==> src/rtl/board_irq_pkg.sv <==
package board_irq_pkg;
  localparam int DATA_W  = 32;
  localparam int NUM_SCR = 8;

  // bits of the enable and pending registers that software can hold
  localparam logic [DATA_W-1:0] IRQ_KEEP = 32'h000F_EEFF;

  localparam logic [7:0] OFS_EN    = 8'hC0;
  localparam logic [7:0] OFS_PEND  = 8'hD0;
  localparam logic [7:0] OFS_SOCK0 = 8'hE0;
  localparam logic [7:0] OFS_SOCK1 = 8'hE4;

  localparam logic [7:0] SCR_OFS [NUM_SCR] =
    '{8'h10, 8'h14, 8'h40, 8'h60, 8'h80, 8'h84, 8'h88, 8'h90};

  localparam int SOCK_CTRL_W = 5;
  localparam int SOCK_CD_BIT = 5;
  localparam int SOCK_RDY_BIT = 10;
  localparam logic [DATA_W-1:0] SOCK_RST = 32'h0000_0420;
  localparam int CD_LINE0 = 9;
  localparam int CD_LINE1 = 13;
endpackage

==> src/rtl/hub_rst_sync.sv <==
module hub_rst_sync (
  input  logic clk,
  input  logic arst_n,
  output logic srst_n
);
  logic [1:0] stage_q;

  always_ff @(posedge clk or negedge arst_n) begin
    if (!arst_n) stage_q <= 2'b00;
    else         stage_q <= {stage_q[0], 1'b1};
  end

  assign srst_n = stage_q[1];
endmodule

==> src/rtl/irq_pend_unit.sv <==
module irq_pend_unit #(
  parameter int NUM_IRQ = 16,
  parameter int DATA_W  = 32,
  parameter logic [DATA_W-1:0] KEEP = '1
) (
  input  logic               clk,
  input  logic               rst_n,
  input  logic               en_wr,
  input  logic               pend_wr,
  input  logic [DATA_W-1:0]  wdata,
  input  logic [NUM_IRQ-1:0] lines,
  output logic [DATA_W-1:0]  en_q,
  output logic [DATA_W-1:0]  pend_q,
  output logic               irq_o
);
  logic [DATA_W-1:0] lines_ext;
  logic [DATA_W-1:0] en_d;
  logic [DATA_W-1:0] pend_base;
  logic [DATA_W-1:0] pend_d;

  always_comb begin
    lines_ext = '0;
    lines_ext[NUM_IRQ-1:0] = lines;
    en_d      = wdata & KEEP;
    pend_base = pend_wr ? (wdata & KEEP) : pend_q;
    // an enabled high line overrides a same-cycle software write
    pend_d    = pend_base | (lines_ext & en_q);
  end

  always_ff @(posedge clk or negedge rst_n) begin
    if (!rst_n)     en_q <= '0;
    else if (en_wr) en_q <= en_d;
  end

  always_ff @(posedge clk or negedge rst_n) begin
    if (!rst_n) pend_q <= '0;
    else        pend_q <= pend_d;
  end

  assign irq_o = |(pend_q & en_q);
endmodule

==> src/rtl/sock_status_reg.sv <==
module sock_status_reg #(
  parameter int DATA_W = 32,
  parameter int CTRL_W = 5,
  parameter int CD_BIT = 5,
  parameter logic [DATA_W-1:0] RST_VAL = '0
) (
  input  logic              clk,
  input  logic              rst_n,
  input  logic              wr,
  input  logic [CTRL_W-1:0] wctrl,
  input  logic              cd_line,
  output logic [DATA_W-1:0] q
);
  logic [DATA_W-1:0] d;

  always_comb begin
    d = q;
    if (wr) d[CTRL_W-1:0] = wctrl;
    d[CD_BIT] = ~cd_line;
  end

  always_ff @(posedge clk or negedge rst_n) begin
    if (!rst_n) q <= RST_VAL;
    else        q <= d;
  end
endmodule

==> src/rtl/board_irq_hub.sv <==
module board_irq_hub
  import board_irq_pkg::*;
#(
  parameter int ADDR_W  = 8,
  parameter int NUM_IRQ = 16
) (
  input  logic               clk,
  input  logic               rst_n,
  input  logic [ADDR_W-1:0]  bus_addr,
  input  logic               bus_we,
  input  logic [DATA_W-1:0]  bus_wdata,
  output logic [DATA_W-1:0]  bus_rdata,
  input  logic [NUM_IRQ-1:0] irq_lines,
  output logic               irq_out
);
  logic              rst_sync_n;
  logic [DATA_W-1:0] en_q;
  logic [DATA_W-1:0] pend_q;
  logic [DATA_W-1:0] sock0_q;
  logic [DATA_W-1:0] sock1_q;
  logic [DATA_W-1:0] scr_q [NUM_SCR];
  logic [NUM_SCR-1:0] scr_wr;

  logic en_wr, pend_wr, s0_wr, s1_wr;

  assign en_wr   = bus_we && (bus_addr == ADDR_W'(OFS_EN));
  assign pend_wr = bus_we && (bus_addr == ADDR_W'(OFS_PEND));
  assign s0_wr   = bus_we && (bus_addr == ADDR_W'(OFS_SOCK0));
  assign s1_wr   = bus_we && (bus_addr == ADDR_W'(OFS_SOCK1));

  hub_rst_sync u_rst (
    .clk    (clk),
    .arst_n (rst_n),
    .srst_n (rst_sync_n)
  );

  irq_pend_unit #(
    .NUM_IRQ (NUM_IRQ),
    .DATA_W  (DATA_W),
    .KEEP    (IRQ_KEEP)
  ) u_irq (
    .clk     (clk),
    .rst_n   (rst_sync_n),
    .en_wr   (en_wr),
    .pend_wr (pend_wr),
    .wdata   (bus_wdata),
    .lines   (irq_lines),
    .en_q    (en_q),
    .pend_q  (pend_q),
    .irq_o   (irq_out)
  );

  sock_status_reg #(
    .DATA_W (DATA_W), .CTRL_W (SOCK_CTRL_W),
    .CD_BIT (SOCK_CD_BIT), .RST_VAL (SOCK_RST)
  ) u_sock0 (
    .clk     (clk),
    .rst_n   (rst_sync_n),
    .wr      (s0_wr),
    .wctrl   (bus_wdata[SOCK_CTRL_W-1:0]),
    .cd_line (irq_lines[CD_LINE0]),
    .q       (sock0_q)
  );

  sock_status_reg #(
    .DATA_W (DATA_W), .CTRL_W (SOCK_CTRL_W),
    .CD_BIT (SOCK_CD_BIT), .RST_VAL (SOCK_RST)
  ) u_sock1 (
    .clk     (clk),
    .rst_n   (rst_sync_n),
    .wr      (s1_wr),
    .wctrl   (bus_wdata[SOCK_CTRL_W-1:0]),
    .cd_line (irq_lines[CD_LINE1]),
    .q       (sock1_q)
  );

  for (genvar k = 0; k < NUM_SCR; k++) begin : g_scr
    assign scr_wr[k] = bus_we && (bus_addr == ADDR_W'(SCR_OFS[k]));

    always_ff @(posedge clk or negedge rst_sync_n) begin
      if (!rst_sync_n)    scr_q[k] <= '0;
      else if (scr_wr[k]) scr_q[k] <= bus_wdata;
    end
  end

  always_comb begin
    bus_rdata = '0;
    for (int k = 0; k < NUM_SCR; k++) begin
      if (bus_addr == ADDR_W'(SCR_OFS[k])) bus_rdata = scr_q[k];
    end
    if (bus_addr == ADDR_W'(OFS_EN))    bus_rdata = en_q;
    if (bus_addr == ADDR_W'(OFS_PEND))  bus_rdata = pend_q;
    if (bus_addr == ADDR_W'(OFS_SOCK0)) bus_rdata = sock0_q;
    if (bus_addr == ADDR_W'(OFS_SOCK1)) bus_rdata = sock1_q;
  end
endmodule

==> config.mk <==
export PLATFORM = sky130hd
export DESIGN_NAME = board_irq_hub
export DESIGN_NICKNAME = d
export VERILOG_FILES = /design/src/rtl/board_irq_pkg.sv /design/src/rtl/hub_rst_sync.sv /design/src/rtl/irq_pend_unit.sv /design/src/rtl/sock_status_reg.sv /design/src/rtl/board_irq_hub.sv
export SDC_FILE = /design/constraint.sdc
export NUM_CORES = 1
export LEC_CHECK = 0
export ABC_AREA = 1
export BUFFER_PORTS_ARGS = -buffer_cell sky130_fd_sc_hd__buf_2
export CAP_MARGIN = 20
export CORE_AREA = 5 5 206 208
export CTS_CLUSTER_DIAMETER = 80
export DETAILED_ROUTE_END_ITERATION = 7
export DIE_AREA = 0 0 211 213
export SYNTH_ARGS = -nofsm -noshare
export SYNTH_HDL_FRONTEND = slang
export SYNTH_SLANG_ARGS = --single-unit
==> constraint.sdc <==
create_clock -name clk -period 14.1 [get_ports clk]
set_clock_uncertainty 0.15 [all_clocks]
set_input_delay 2.115 -clock clk [delete_from_list [all_inputs] [get_ports clk]]
set_output_delay 2.115 -clock clk [all_outputs]
set_load 0.01 [all_outputs]
* Word-level counts from Yosys, hierarchy flattened
Cells that the tools add are included.
W data, S select, Z words.
** Operators by class
- Eq/ne operators :: 12
- Muxes and demuxes :: 13
- Bitwise operators :: 5
- Reduce and logical (&&, ||, !) cells :: 13
** Operator list (number)
- $mux W32 :: 13
- $eq A8 B8 Y1 const B :: 8
- $and A32 B20 Y32 :: 1
- $or A32 B32 Y32 :: 1
- $reduce_or A32 Y1 :: 1
- $and A16 B20 Y20 :: 1
- $eq A8 B5 Y1 const B :: 2
- $eq A8 B7 Y1 const B :: 2
- $logic_and A1 B1 Y1 :: 12
- $not A1 Y1 :: 2
** Word-level totals
- Bits in registers :: 320
- Input bits :: 59
- Output and inout port bits :: 33
- Logic and storage cells :: 58

* Logic depth before layout (Yosys ltp)
Gate-level depths: netlist of the first run.
- Depth after elaboration :: 13
- Gate-level depth with buffers :: 12
- Mapped depth without buffers :: 11

* Cells and area by module
A second synthesis of the first run with hierarchy kept.
** Unflattened totals
- Cells, all modules :: 1935
- Area, all modules :: 15462.3 um^2
** By module, submodules not included
- board_irq_hub :: instances 1, cells an instance 1634, area each 12754.7 um^2
- irq_pend_unit :: instances 1, cells an instance 196, area each 1818.0 um^2
- sock_status_reg :: instances 2, cells an instance 51, area each 417.9 um^2
- hub_rst_sync :: instances 1, cells an instance 3, area each 53.8 um^2

* Worst setup path before layout of the first run
No wires, ideal clock.
- Path type :: input-to-output
- Start point :: input bus_addr[3]
- End point :: output bus_rdata[17]
- Arrival :: 3.250 ns
- Required time :: 11.835 ns
- Path slack :: 8.585 ns
- Stages :: 10
- Path buffers :: 1
- Cells stage by stage :: inv_2 nand2_1 nor2_8 nand2_2 inv_2 buf_2 nand2_1 nand4_1 nand2_1 a21oi_1
** Between the ends
- Word-level cells in the longest chain between the ends :: 13
- Elaborated cells between the ends (all ways) :: 24
** Ends and longest elaborated chain
- start, declared :: RTL line board_irq_hub.sv:9 : input logic [ADDR_W-1:0] bus_addr,
- $eq A8 B5 Y1 :: RTL line board_irq_hub.sv:89 : if (bus_addr == ADDR_W'(SCR_OFS[k])) bus_rdata = scr_q[k];
- $mux W32 (8 in series) :: RTL line board_irq_hub.sv:89
- $mux W32 :: RTL line board_irq_hub.sv:91 : if (bus_addr == ADDR_W'(OFS_EN)) bus_rdata = en_q;
- $mux W32 :: RTL line board_irq_hub.sv:92 : if (bus_addr == ADDR_W'(OFS_PEND)) bus_rdata = pend_q;
- $mux W32 :: RTL line board_irq_hub.sv:93 : if (bus_addr == ADDR_W'(OFS_SOCK0)) bus_rdata = sock0_q;
- $mux W32 (*) :: RTL line board_irq_hub.sv:94 : if (bus_addr == ADDR_W'(OFS_SOCK1)) bus_rdata = sock1_q;
- end, declared :: RTL line board_irq_hub.sv:12 : output logic [DATA_W-1:0] bus_rdata,
Every way passes the cells marked *; elsewhere a longest branch is shown, timed or not.

* Final worst setup path of the first run
- Start point :: input bus_addr[3]
- End point :: output bus_rdata[16]
Same word-level chain as after synthesis.

==> flow_metrics.env, run 1 <==
export IMPL_status="completed"
export IMPL_cts_buffers=30
export IMPL_cts_buffer_depth=3
export IMPL_synth_top_family_by_area="simple AND/OR/NAND/NOR gates"
export IMPL_clock_latency_ns=0.56
export IMPL_max_slew_margin=0.2968
export IMPL_synthMuxAreaShare=0
export IMPL_drt_iter0_drc=1014
export IMPL_path_clk_slew_ns=0.07
export IMPL_maxCapViolCount=0
export IMPL_h_tree_depth=1
export IMPL_arrival_ns=4.65
export IMPL_start_util=0.3445
export IMPL_startpoint_type="primary input"
export IMPL_setup_violations=0
export IMPL_worstPathRequired_ns=11.84
export IMPL_report_final_slew_viol_count=0
export IMPL_core_mm2=0.04037
export IMPL_postCtsSetupBuffers=0
export IMPL_gp_congestion=0.7955
export IMPL_ys_warn_count=0
export IMPL_irDropWorstVdd_mv=0.08382
export IMPL_tritoncts="yes"
export IMPL_min_period_ns=6.910
export IMPL_die_w_um=211
export IMPL_cts_hold_buf=0
export IMPL_drive_above_1_share=0.1153
export IMPL_setup_tns_ns=0
export IMPL_cts_sinks=306
export IMPL_hold_violations=0
export IMPL_first_pass_iters=5
export IMPL_startpoint="bus_addr[3]"
export IMPL_synthToLayoutAreaGrowth_pct=13.12
export IMPL_place_hpwl_um=22790
export IMPL_vias_per_cell=4.986
export IMPL_rows=74
export IMPL_first_global_vias=11030
export IMPL_grt_pass1_wl_um=61430
export IMPL_fin_crit_sh=0.4901
export IMPL_nNetsFinal=1796
export IMPL_dieArea_mm2=0.04494
export IMPL_wl_per_cell_um=16.34
export IMPL_syn_area_per_cell_um2=8.230
export IMPL_tightest_slew_ns=1.049
export IMPL_num_io_pins=92
export IMPL_antenna_found_initial=0
export IMPL_holdWs_ns=0.1433
export IMPL_ant_nets=0
export IMPL_yosysUniqueCellTypes=41
export IMPL_vias=11430
export IMPL_drc=0
export IMPL_cp_max_fo=33
export IMPL_post_route_util=0.3898
export IMPL_antennaDiodeCount=0
export IMPL_hold_path_class="flip-flop to async pin"
export IMPL_synth_area_mm2=0.01391
export IMPL_synthXorXnorAreaFrac=0
export IMPL_power_density_mw_per_mm2=120.5
export IMPL_grt_total_usage=0.1684
export IMPL_rsz0062_at_grt="false"
export IMPL_synth_simple_gate_area_frac=0.2477
export IMPL_max_freq_mhz=144.7
export IMPL_r2r_start="u_rst.stage_q[1]"
export IMPL_crit_type="primary input to primary output"
export IMPL_cts_resized=0
export IMPL_synth_compound_area_frac=0.1344
export IMPL_grt_max_degree=78
export IMPL_grt_ovfl_total=0
export IMPL_cts_root_buffer="clkbuf_16"
export IMPL_synth_adder_area_share=0
export IMPL_dieHeight_um=213
export IMPL_syn_nets=1749
export IMPL_portBuffers=89
export IMPL_syn_inst=1690
export IMPL_synth_seq_cells=306
export IMPL_ys_seq_area_frac=0.5507
export IMPL_drt_wl_total_um=37450
export IMPL_p_leak_nw=7.677
export IMPL_critPathCaptureType="primary output"
==> report_power, final <==
part	leakage [nW]	internal (W)	switching [W]	total (W)
combinational	3.01	0.0000406	0.0000736	0.000114
clock	0.489	0.000476	0.000335	0.000811
sequential	4.18	0.000934	0.0000365	0.000970
==> metrics by stage <==
stage / worst slack, ns / cells / power, W / cell area, um^2
floorplan: 4.794 / 1690 / 0.001057 / 13910
global route: 6.944 / 2292 / 0.001975 / 15730
detailed placement: 7.140 / 2236 / 0.001101 / 14710
finish: 7.190 / 2292 / 0.001896 / 15730
CTS: 7.141 / 2291 / 0.001918 / 15710
global placement: 7.177 / 2236 / 0.001094 / 14710
==> sequential cells by signal, summed over array words and instances (netlist names) <==
register       flops
scr_q            256
u_irq.en_q        18
u_irq.pend_q      18
u_sock0.q          6
u_sock1.q          6
u_rst.stage_q      2
==> metal layers <==
metal / wire (um) / GRT usage
met3: 2410 / 0.02512
met1: 17660 / 0.2484
met2: 16670 / 0.2670
met4: 711 / 0.03286
met5: 0 / 0
==> cells in the mapped netlist (all sizes together) <==
library cell  number  share of area
dfrtp            304           0.55
a22oi              1        0.00054
buf               49          0.019
nor2              56          0.022
inv              132          0.036
o22ai              3         0.0013
a22o               3         0.0019
a21oi             11         0.0040
nor3               4         0.0026
or2               19         0.0085
clkinv             4         0.0011
o21ai            321           0.12
o21bai             2         0.0011
nand3             46          0.018
dfstp              2         0.0038
nand4             52          0.024
conb               1        0.00027
and2               2        0.00090
a221oi             4         0.0025
clkbuf            40          0.011
nand2            619           0.17
o211ai            13         0.0070
a211oi             1        0.00054
nor4               1        0.00045
==> cell type report <==
type / count / area, um^2
inverter: 136 / 513.0
fill: 4204 / 24630
timing repair buffer: 104 / 578.1
clock buffer: 49 / 913.4
multi-input combinational: 1159 / 5320
tap: 532 / 665.6
sequential: 306 / 7664
clock inverter: 6 / 80.08
==> layout by cell type, fill, tap and decap left out, types with 4 or more instances in the layout <==
cell	n
or2_1	6
clkbuf_16	31
nor2_1	48
nand2_2	15
buf_4	14
clkbuf_1	11
dfrtp_1	303
nand3_1	43
o211ai_1	13
o21ai_1	210
a221oi_1	4
inv_2	13
or2_2	6
a21oi_1	11
nand2_1	601
clkbuf_8	7
buf_2	89
nand4_1	51
clkinv_2	4
or2_0	7
o21ai_0	111
clkinv_1	4
nor2_8	5
inv_1	118
==> worst paths after layout <==
check	to	slack, ns	cells after the start
max	bus_rdata[16]	7.19	13
min	scr_q[217]	0.14	0
max reg2reg	u_irq.pend_q[4]	11.71	2
min reg2reg	scr_q[217]	0.14	0
max in group asynchronous	u_irq.pend_q[4]	11.71	2
min in group clk	u_rst.stage_q[1]	0.20	0
==> cells by family (layout without fill, tap and decap cells) <==
logic type,count (synthesis),after routing
compound gates,359,359
buf+inv,225,295
flops,306,306
other cells,1,1
simple gates,799,799
==> critical path, stage by stage <==
cell,delay (ns)
buf_2,0.12
inv_2,0.09
nand2_1,0.13
nor2_8,0.31
nand2_2,0.56
inv_2,0.52
nand2_1,0.09
nand4_1,0.16
nand2_1,0.08
nand2_1,0.07
nand2_1,0.05
a21oi_1,0.15
buf_2,0.17
Note: power is estimated with default switching activity, not from simulation.
==> inputs of run 2 (changes only) <==
clock period = 6.7 ns   (was 14.1 ns; I/O delays follow)
==> run 2 against run 1 <==
Net effect:
- highest routed layer unchanged
- power rose by 120%
- sequential share of layout area fell by 0.39 points
- count of clock-buffer cells in the layout rose by 5
- core utilization rose by 0.31 points
- sequential power rose by 110%
- final area rose by 0.80%
- die area did not move
- via count fell by 0.15%
- hold slack got worse by 0.025 ns
==> flow_metrics.env, run 2 (synthesis results as in run 1) <==
export IMPL_cts_resized=0
export IMPL_slowest_stage="nand4_4"
export IMPL_synthToLayoutAreaGrowth_pct=14.03
export IMPL_arrival_ns=3.51
export IMPL_max_slew_margin=0.3206
export IMPL_h_tree_depth=2
export IMPL_antenna_found_initial=0
export IMPL_vias_per_cell=4.965
export IMPL_use_met2=0.2645
export IMPL_status="completed"
export IMPL_cts_root_buffer="clkbuf_16"
export IMPL_cts_buffer_depth=3
export IMPL_regArea_mm2=0.007664
export IMPL_reg_top3="scr_q (256), u_irq.en_q (18), u_irq.pend_q (18)"
export IMPL_fin_crit_sh=0.6968
export IMPL_cp_max_fo=44
export IMPL_cts_sinks=306
export IMPL_hold_violations=0
export IMPL_min_period_ns=4.669
export IMPL_max_stage_delay_ns=0.73
export IMPL_power_density_mw_per_mm2=262.0
export IMPL_path_buf_inv=5
export IMPL_path_clk_slew_ns=0.06
export IMPL_cp_top_family="simple AND/OR/NAND/NOR gates"
export IMPL_irDropWorstVdd_mv=0.2150
export IMPL_critPathMostFrequentCell="nand2_1"
export IMPL_grt_ovfl_total=0
export IMPL_gr_usage_met1=0.2500
export IMPL_drive_above_1_share=0.1189
export IMPL_cts_hold_buf=0
export IMPL_die_w_um=211
export IMPL_fin_total_pwr_w=0.004156
export IMPL_cp_cell_sequence="buf_2 > inv_2 > nand2_1 > nor2_8 > nand4_4 > inv_2 > nand2_1 > nand2_1 > inv_1 > nand2_1 > nand2_1 > a21oi_1 > buf_2"
export IMPL_tightest_slew_ns=1.014
export IMPL_dieHeight_um=213
export IMPL_ant_nets=0
export IMPL_crit_type="primary input to primary output"
export IMPL_cts_buffers=35
export IMPL_dieArea_mm2=0.04494
export IMPL_multiInputGateArea_mm2=0.005320
export IMPL_antennaDiodeCount=0
export IMPL_startpoint_type="primary input"
export IMPL_first_global_vias=10950
export IMPL_gp_congestion=0.8020
export IMPL_final_cell_mix="601 x nand2_1, 303 x dfrtp_1, 210 x o21ai_1"
export IMPL_hold_path_class="primary input to async pin"
export IMPL_final_common_cell="nand2_1"
export IMPL_drc=0
export IMPL_num_io_pins=92
export IMPL_rsz0062_at_grt="false"
export IMPL_place_hpwl_um=22920
export IMPL_setup_tns_ns=0
export IMPL_grtUsageMet3=0.02895
export IMPL_largest_register="scr_q"
export IMPL_grt_pass1_wl_um=61220
export IMPL_grt_total_usage=0.1704
export IMPL_wl_per_cell_um=16.66
export IMPL_core_mm2=0.04037
export IMPL_grt_busiest_layer="met2"
export IMPL_max_freq_mhz=214.2
export IMPL_first_pass_iters=5
export IMPL_nFillCells=4209
export IMPL_nNetsFinal=1801
export IMPL_rows=74
export IMPL_maxCapViolCount=0
export IMPL_tritoncts="yes"
export IMPL_start_util=0.3445
export IMPL_worstPathRequired_ns=5.54
export IMPL_portBuffers=89
export IMPL_grt_max_degree=79
export IMPL_report_final_slew_viol_count=0
export IMPL_largest_reg_flops=256
export IMPL_setup_violations=0
export IMPL_drt_iter0_drc=1038
export IMPL_postCtsSetupBuffers=0
export IMPL_critPathCaptureType="primary output"
export IMPL_p_leak_nw=7.744
export IMPL_clock_latency_ns=0.51
export IMPL_drt_wl_total_um=38280
export IMPL_vias=11410
run 2: changes by cell type in the layout (fill, tap and decap cells not counted), sizes merged:
cell	change
clkinv	+2
clkbuf	+5
bufinv	-1
run 2: per-stage QoR:
step | setup slack, ns | instance area [um^2] | util | hold slack (ns) | cells
finish | 2.031 | 15860 | 0.3929 | 0.1178 | 2298
detailed placement | 1.970 | 14710 | 0.3645 | 0.1870 | 2236
global placement | 1.975 | 14710 | 0.3645 | 0.1884 | 2236
CTS | 1.960 | 15830 | 0.3922 | 0.09980 | 2297
global route | 1.781 | 15860 | 0.3929 | 0.09854 | 2298
floorplan | 1.544 | 13910 | - | 0.1811 | 1690
run 2: per-layer routing:
layer | routed length [um] | part of all wire
met3 | 2383 | 0.062
met1 | 18330 | 0.48
met5 | 0 | 0
met4 | 840 | 0.022
met2 | 16730 | 0.44
run 2: worst paths after layout:
check | startpoint | endpoint | slack [ns] | cells after the start
worst max register to register | u_rst.stage_q[1] | scr_q[10] | 4.76 | 1
max in group asynchronous | u_rst.stage_q[1] | scr_q[10] | 4.76 | 1
min in group clk | u_rst.stage_q[0] | u_rst.stage_q[1] | 0.20 | 0
worst min register to register | u_rst.stage_q[0] | u_rst.stage_q[1] | 0.20 | 0
worst min-delay path | rst_n | u_rst.stage_q[0] | 0.12 | 1
worst max-delay path | bus_addr[3] | bus_rdata[16] | 2.03 | 13
run 2: layout make-up:
cell class | count | area share
timing repair buffer | 104 | 0.03645
clock buffer | 54 | 0.06682
multi-input combinational | 1159 | 0.3354
inverter | 136 | 0.03234
tap | 532 | 0.04197
sequential | 306 | 0.4832
clock inverter | 7 | 0.003787
run 2: where the power goes:
part | leakage, nW | total (W) | internal, W | switching (W)
sequential | 4.18 | 0.00204 | 0.00197 | 0.0000783
clock | 0.556 | 0.00187 | 0.00112 | 0.000747
combinational | 3.01 | 0.000241 | 0.0000855 | 0.000156
